File: config.mk
export PLATFORM = sky130hd
export DESIGN_NAME = gpx_port
export DESIGN_NICKNAME = d
export VERILOG_FILES = /design/src/rtl/gpx_pkg.sv /design/src/rtl/gpx_cfg_bank.sv /design/src/rtl/gpx_lock_fsm.sv /design/src/rtl/gpx_data_path.sv /design/src/rtl/gpx_port.sv
export SDC_FILE = /design/constraint.sdc
export NUM_CORES = 1
export LEC_CHECK = 0
export ABC_AREA = 1
export BUFFER_PORTS_ARGS = -buffer_cell sky130_fd_sc_hd__buf_2
export CORE_MARGIN = 2
export CORE_UTILIZATION = 52
export DETAILED_ROUTE_END_ITERATION = 8
export PLACE_DENSITY_LB_ADDON = 0.05
export SLEW_MARGIN = 40
export SYNTH_ARGS = -nofsm -noshare
export SYNTH_HDL_FRONTEND = slang
export SYNTH_SLANG_ARGS = --single-unit
File: constraint.sdc
create_clock -name clk -period 1.7 [get_ports clk]
set_input_delay 0.255 -clock clk [delete_from_list [all_inputs] [get_ports clk]]
set_output_delay 0.255 -clock clk [all_outputs]
set_load 0.02 [all_outputs]
File: src/rtl/gpx_pkg.sv
`timescale 1ns/1ps
package gpx_pkg;
    localparam int unsigned NPIN   = 16;
    localparam int unsigned DATA_W = 32;
    localparam int unsigned ADDR_W = 4;
    localparam int unsigned AF_W   = 4;

    localparam logic [ADDR_W-1:0] RA_MODE   = 4'd0;
    localparam logic [ADDR_W-1:0] RA_OTYPE  = 4'd1;
    localparam logic [ADDR_W-1:0] RA_SPEED  = 4'd2;
    localparam logic [ADDR_W-1:0] RA_PULL   = 4'd3;
    localparam logic [ADDR_W-1:0] RA_IN     = 4'd4;
    localparam logic [ADDR_W-1:0] RA_OUT    = 4'd5;
    localparam logic [ADDR_W-1:0] RA_SETCLR = 4'd6;
    localparam logic [ADDR_W-1:0] RA_LOCK   = 4'd7;
    localparam logic [ADDR_W-1:0] RA_AFLO   = 4'd8;
    localparam logic [ADDR_W-1:0] RA_AFHI   = 4'd9;

    typedef enum logic [1:0] {
        MD_IN  = 2'b00,
        MD_OUT = 2'b01,
        MD_ALT = 2'b10,
        MD_ANA = 2'b11
    } pin_mode_e;

    typedef enum logic [2:0] {
        LK_IDLE, LK_ARM1, LK_ARM2, LK_ARM3, LK_DONE
    } lock_state_e;

    typedef struct packed {
        logic [2*NPIN-1:0]    mode;
        logic [NPIN-1:0]      otype;
        logic [2*NPIN-1:0]    speed;
        logic [2*NPIN-1:0]    pull;
        logic [AF_W*NPIN-1:0] af;
    } port_cfg_t;

    function automatic logic [2*NPIN-1:0] spread2(input logic [NPIN-1:0] b);
        logic [2*NPIN-1:0] r;
        for (int i = 0; i < NPIN; i++) r[2*i +: 2] = {2{b[i]}};
        return r;
    endfunction

    function automatic logic [AF_W*NPIN-1:0] spread4(input logic [NPIN-1:0] b);
        logic [AF_W*NPIN-1:0] r;
        for (int i = 0; i < NPIN; i++) r[AF_W*i +: AF_W] = {AF_W{b[i]}};
        return r;
    endfunction
endpackage

File: src/rtl/gpx_cfg_bank.sv
`timescale 1ns/1ps
module gpx_cfg_bank
    import gpx_pkg::*;
(
    input  logic                    clk,
    input  logic                    rst,
    input  logic                    we,
    input  logic [ADDR_W-1:0]       addr,
    input  logic [DATA_W-1:0]       wdata,
    input  logic [NPIN-1:0]         freeze,
    input  logic [NPIN-1:0]         freeze_ot,
    output port_cfg_t               cfg
);
    localparam int unsigned HALF = AF_W * NPIN / 2;

    logic [2*NPIN-1:0]    m2;
    logic [AF_W*NPIN-1:0] m4;

    assign m2 = spread2(freeze);
    assign m4 = spread4(freeze);

    // A set mask bit keeps the stored bit; a clear one takes the new one.
    always_ff @(posedge clk) begin
        if (rst) begin
            cfg <= '0;
        end else if (we) begin
            case (addr)
                RA_MODE:  cfg.mode  <= (cfg.mode  & m2) | (wdata & ~m2);
                RA_OTYPE: cfg.otype <= (cfg.otype & freeze_ot) | (wdata[NPIN-1:0] & ~freeze_ot);
                RA_SPEED: cfg.speed <= (cfg.speed & m2) | (wdata & ~m2);
                RA_PULL:  cfg.pull  <= (cfg.pull  & m2) | (wdata & ~m2);
                RA_AFLO:  cfg.af[HALF-1:0] <= (cfg.af[HALF-1:0] & m4[HALF-1:0])
                                              | (wdata & ~m4[HALF-1:0]);
                RA_AFHI:  cfg.af[2*HALF-1:HALF] <= (cfg.af[2*HALF-1:HALF] & m4[2*HALF-1:HALF])
                                                   | (wdata & ~m4[2*HALF-1:HALF]);
                default: ;
            endcase
        end
    end
endmodule

File: src/rtl/gpx_lock_fsm.sv
`timescale 1ns/1ps
module gpx_lock_fsm
    import gpx_pkg::*;
(
    input  logic              clk,
    input  logic              rst,
    input  logic              we,
    input  logic              re,
    input  logic [ADDR_W-1:0] addr,
    input  logic [NPIN:0]     wkey,   // key at the top bit, pin bits below
    output logic              locked,
    output logic [NPIN-1:0]   bits
);
    lock_state_e st;
    logic hit, key, same;

    assign hit  = (addr == RA_LOCK);
    assign key  = wkey[NPIN];
    assign same = (wkey[NPIN-1:0] == bits);

    always_ff @(posedge clk) begin
        if (rst) begin
            st   <= LK_IDLE;
            bits <= '0;
        end else if (hit) begin
            case (st)
                LK_IDLE: if (we) begin
                    bits <= wkey[NPIN-1:0];
                    if (key) st <= LK_ARM1;
                end
                LK_ARM1: if (we) st <= (!key && same) ? LK_ARM2 : LK_IDLE;
                         else if (re) st <= LK_IDLE;
                LK_ARM2: if (we) st <= (key && same) ? LK_ARM3 : LK_IDLE;
                         else if (re) st <= LK_IDLE;
                LK_ARM3: if (we) st <= LK_IDLE;
                         else if (re) st <= LK_DONE;
                default: st <= LK_DONE;
            endcase
        end
    end

    assign locked = (st == LK_DONE);
endmodule

File: src/rtl/gpx_data_path.sv
`timescale 1ns/1ps
module gpx_data_path
    import gpx_pkg::*;
#(
    parameter int unsigned SYNC_DEPTH = 2
) (
    input  logic              clk,
    input  logic              rst,
    input  logic              we,
    input  logic [ADDR_W-1:0] addr,
    input  logic [DATA_W-1:0] wdata,
    input  logic [NPIN-1:0]   pin_in,
    input  logic [NPIN-1:0]   analog,
    output logic [NPIN-1:0]   odr,
    output logic [NPIN-1:0]   idr
);
    logic [NPIN-1:0] set_b, clr_b;
    logic [NPIN-1:0] sync_q [SYNC_DEPTH];

    assign set_b = wdata[NPIN-1:0];
    assign clr_b = wdata[DATA_W-1:NPIN];

    always_ff @(posedge clk) begin
        if (rst) begin
            odr <= '0;
        end else if (we && addr == RA_OUT) begin
            odr <= wdata[NPIN-1:0];
        end else if (we && addr == RA_SETCLR) begin
            odr <= (odr & ~clr_b) | set_b;   // set takes priority
        end
    end

    generate
        for (genvar s = 0; s < SYNC_DEPTH; s++) begin : g_sync
            always_ff @(posedge clk) begin
                if (rst) sync_q[s] <= '0;
                else     sync_q[s] <= (s == 0) ? pin_in : sync_q[(s == 0) ? 0 : s-1];
            end
        end
    endgenerate

    assign idr = sync_q[SYNC_DEPTH-1] & ~analog;
endmodule

File: src/rtl/gpx_port.sv
`timescale 1ns/1ps
module gpx_port
    import gpx_pkg::*;
#(
    parameter int unsigned SYNC_DEPTH = 2
) (
    input  logic                    clk,
    input  logic                    rst,
    input  logic [ADDR_W-1:0]       bus_addr,
    input  logic                    bus_we,
    input  logic                    bus_re,
    input  logic [DATA_W-1:0]       bus_wdata,
    output logic [DATA_W-1:0]       bus_rdata,
    input  logic [NPIN-1:0]         pin_in,
    output logic [NPIN-1:0]         pin_out,
    output logic [NPIN-1:0]         pin_oe,
    output logic [NPIN-1:0]         pin_af_en,
    output logic [NPIN-1:0]         pin_analog,
    output logic [NPIN-1:0]         pin_od,
    output logic [NPIN-1:0]         pin_pu,
    output logic [NPIN-1:0]         pin_pd,
    output logic [2*NPIN-1:0]       pin_speed,
    output logic [AF_W*NPIN-1:0]    pin_af_sel
);
    localparam int unsigned HALF = AF_W * NPIN / 2;
    localparam int unsigned OT_H = NPIN / 2;

    port_cfg_t         cfg_q;
    logic [2*NPIN-1:0] mode_q;
    logic              lk_locked;
    logic [NPIN-1:0]   lk_bits;
    logic [NPIN-1:0]   freeze, freeze_ot;
    logic [NPIN-1:0]   odr, idr;

    assign freeze    = lk_locked ? lk_bits : '0;
    // Lower lock bits cover both halves of the drive-type word.
    assign freeze_ot = lk_locked ? {lk_bits[OT_H-1:0], lk_bits[OT_H-1:0]} : '0;

    gpx_cfg_bank u_cfg (
        .clk(clk), .rst(rst), .we(bus_we), .addr(bus_addr), .wdata(bus_wdata),
        .freeze(freeze), .freeze_ot(freeze_ot), .cfg(cfg_q)
    );

    gpx_lock_fsm u_lock (
        .clk(clk), .rst(rst), .we(bus_we), .re(bus_re), .addr(bus_addr),
        .wkey(bus_wdata[NPIN:0]), .locked(lk_locked), .bits(lk_bits)
    );

    gpx_data_path #(.SYNC_DEPTH(SYNC_DEPTH)) u_data (
        .clk(clk), .rst(rst), .we(bus_we), .addr(bus_addr), .wdata(bus_wdata),
        .pin_in(pin_in), .analog(pin_analog), .odr(odr), .idr(idr)
    );

    assign mode_q = cfg_q.mode;

    generate
        for (genvar i = 0; i < NPIN; i++) begin : g_pin
            assign pin_oe[i]     = (mode_q[2*i +: 2] == MD_OUT);
            assign pin_af_en[i]  = (mode_q[2*i +: 2] == MD_ALT);
            assign pin_analog[i] = (mode_q[2*i +: 2] == MD_ANA);
            assign pin_pu[i]     = (cfg_q.pull[2*i +: 2] == 2'b01);
            assign pin_pd[i]     = (cfg_q.pull[2*i +: 2] == 2'b10);
        end
    endgenerate

    assign pin_out    = odr;
    assign pin_od     = cfg_q.otype;
    assign pin_speed  = cfg_q.speed;
    assign pin_af_sel = cfg_q.af;

    always_comb begin
        case (bus_addr)
            RA_MODE:  bus_rdata = cfg_q.mode;
            RA_OTYPE: bus_rdata = {{(DATA_W-NPIN){1'b0}}, cfg_q.otype};
            RA_SPEED: bus_rdata = cfg_q.speed;
            RA_PULL:  bus_rdata = cfg_q.pull;
            RA_IN:    bus_rdata = {{(DATA_W-NPIN){1'b0}}, idr};
            RA_OUT:   bus_rdata = {{(DATA_W-NPIN){1'b0}}, odr};
            RA_LOCK:  bus_rdata = {{(DATA_W-NPIN-1){1'b0}}, lk_locked, lk_bits};
            RA_AFLO:  bus_rdata = cfg_q.af[HALF-1:0];
            RA_AFHI:  bus_rdata = cfg_q.af[2*HALF-1:HALF];
            default:  bus_rdata = '0;
        endcase
    end
endmodule

==> results_dict.tcl <==
set metrics [dict create \
    relSlewSlack 0.6991 \
    fmax_ghz 0.5160 \
    fp.dieW_um 156.8 \
    firstDrtPassIters 6 \
    rows 55 \
    cts-root-buf "clkbuf_16" \
    cts.sinks 243 \
    p_leak_nw 7.797 \
    yosys_register_bits 243 \
    top_layer "met4" \
    report.power.total_w 0.01301 \
    fin_crit_ns 1.938 \
    wl_per_cell_um 19.98 \
    die_area_um2 24580 \
    cpMaxStageDelayCell "dfxtp_2" \
    drt-met1-wl_um 18710 \
    synth_flop_cell "dfxtp_1" \
    avgSynthCellArea_um2 7.488 \
    syn_to_final_growth_pct 43.06 \
    gp_congestion 0.9693 \
    nets 2036 \
    wirelength_um 46190 \
    via_per_inst 5.572 \
    outcome "complete, but fails checks" \
    grt_pass1_wl_um 65260 \
    tightest_slew_ns 0.4508 \
    async_flop_share 0 \
    netlist_area_um2 12140 \
    post-route-util 0.7623 \
    drtIter0Drc 1139 \
    htreeDepth 1 \
    antenna_found_initial 0 \
    dpl.hpwl_um 31400 \
    path_clk_slew_ns 0.06 \
    io_pins 296 \
    vdd_ir_drop_max_v 0.0008268 \
    cp_max_fo 2 \
    cpPeakStageDelay_ns 0.35 \
    start_util 0.5329 \
    cts_buffer_depth 3 \
    dr_wl_met2_um 21110 \
    grt_usage 0.3467 \
    cts_buffers 27 \
    final_antenna_net_count 0 \
    synth_seq_area_share 0.4008 \
    grt_pass1_vias 11350 \
    grt_overflow 0 \
    crit_type "flop to output pin" \
    crit_required_ns 1.44 \
    die_h_um 156.8 \
    crit_chain "nand2_4, nand2_2, o22ai_1, a221oi_2, o2111ai_2, buf_4" \
    worstPathArrival_ns 1.68 \
    slew_viol_final 0 \
    yosysTopAreaCell "dfxtp_1" \
    fin_crit_sh 1.140 \
    fin_setup_tns_ns -2.355 \
    via_count 12880 \
    setup_viol 22 \
    grt_max_degree 48 \
    syn_inst 1621 \
    cp-start-kind "flop" \
    ys.warnings.count 0 \
    fillers 1674 \
    wl_met3_um 4295 \
    synthTopCellsByArea "dfxtp_1 (40%), nor2_1 (9.3%), a211oi_1 (9.0%)" \
    io_buffer_count 295 \
    clock_latency_ns 0.54 \
    ys_types 32 \
    synth_edf_count 0 \
    hp-class "primary input to flop" \
    syn_nets 1677 \
    hold_viol_final 0 \
    skew_ns 0.01133 \
    final.setup.worst_slack_ns -0.2378 \
    rsz0062_at_grt "true" \
    synth_top_area_frac 0.4008 \
    cts_tree "yes" \
    power_density_nw_per_um2 749.2 \
    drcViolationCount 0 \
    cap_violations 0 \
    antenna_cells 0 \
    violations "negative setup slack" \
    end_kind "output pin" \
    drive_gt1_frac 0.4967 \
    coreArea_um2 22780 \
    place_ws_ns -0.3683 \
]
==> cells by family after synthesis <==
group                     share of synthesized area
and+or+nand+nor                              0.2435
buffers and inverters                        0.1562
AOI/OAI and AO/OA                            0.1988
DFF                                          0.4008
xor gates and xnor gates                  0.0007217
==> cell type report <==
class	instances	area (µm²)	area share
multi-input combinational	1003	6490	0.3738
sequential	243	4992	0.2875
timing repair buffer	503	3847	0.2216
inverter	202	809.5	0.04662
clock buffer	40	764.5	0.04403
tap	313	391.6	0.02255
clock inverter	8	68.82	0.003963
==> what timing repair did <==
| item | in CTS | in global routing |
|---|---|---|
| resized for setup | 247 | 318 |
| setup buffers | 42 | 45 |
| pin swaps | 29 | 79 |
| hold buffers | 19 | 0 |
| setup endpoints to repair | 32 | 187 |
| endpoints found under the hold margin | 19 | 0 |
| cloned | 3 | 4 |
==> metal layers <==
metal	track usage	up-vias
met4	0.1398	0
met3	0.05040	137
met5	0	-
li1	-	5984
met1	0.4744	6044
met2	0.5497	717
==> where the power goes <==
part	internal, W	total [W]	switching (W)
logic	0.000522	0.00144	0.000914
registers	0.00583	0.00595	0.000119
clock network	0.00325	0.00563	0.00238
==> stage by stage <==
| stage | cells | hold WS [ns] | cell area [µm²] |
|---|---|---|---|
| final | 2312 | 0.003954 | 17360 |
| after CTS | 2267 | 0.0005476 | 15910 |
| after global placement | 2156 | 0.3901 | 13940 |
| after floorplan | 1621 | 0.3620 | 12160 |
| after global routing | 2312 | 0.006280 | 17360 |
| after detailed placement | 2156 | 0.3921 | 13940 |
==> critical path, delay by kind of cell, from the launching register on <==
kind,cells,cell delay [ns]
compound gates,3,0.46
flops,1,0.35
simple gates,2,0.14
buf+inv,1,0.20
==> Yosys cell counts (2+ instances only) <==
master / count
nand2_1: 234
a221oi_1: 27
o22ai_1: 16
a41oi_1: 10
nor3_1: 4
nor2_4: 46
o211ai_1: 5
buf_4: 114
nor2_1: 300
buf_2: 6
buf_6: 3
inv_2: 9
o2111ai_1: 2
o21ai_0: 64
dfxtp_1: 243
nor2_2: 10
a21oi_1: 86
clkbuf_1: 48
nor2_8: 8
a22o_1: 10
a211oi_1: 146
inv_1: 191
nand3_1: 30
==> cells in the final DEF, fill, tap and decap left out, drive strengths merged <==
cell type    Yosys  layout
o21ai           64      64
nor3             5       5
a21oi           86      86
o22ai           16      16
o211ai           5       5
dlygate4sd3      0      19
a221oi          27      27
a22o            10      10
buf            125     481
dfxtp          243     243
or2              1       1
bufinv           1       2
nor2           364     364
inv            201     201
a211oi         146     146
clkinv           0       7
a41oi           10      10
nand4            1       1
clkbuf          48      43
xor2             1       1
o2111ai          2       2
nand3           30      30
nand2          235     235
==> path summary, 6_finish.rpt <==
path	start	end	slack, ns	cells after the start
min reg2reg	u_data.sync_q[0][3]	u_data.sync_q[1][3]	0.40	2
max	flop	bus_rdata[3]	-0.24	6
max reg2reg	u_lock.st[1]	flop	-0.01	12
min	bus_wdata[13]	u_data.odr[13]	0.004	3
Note: power is estimated with default switching activity, not from simulation.
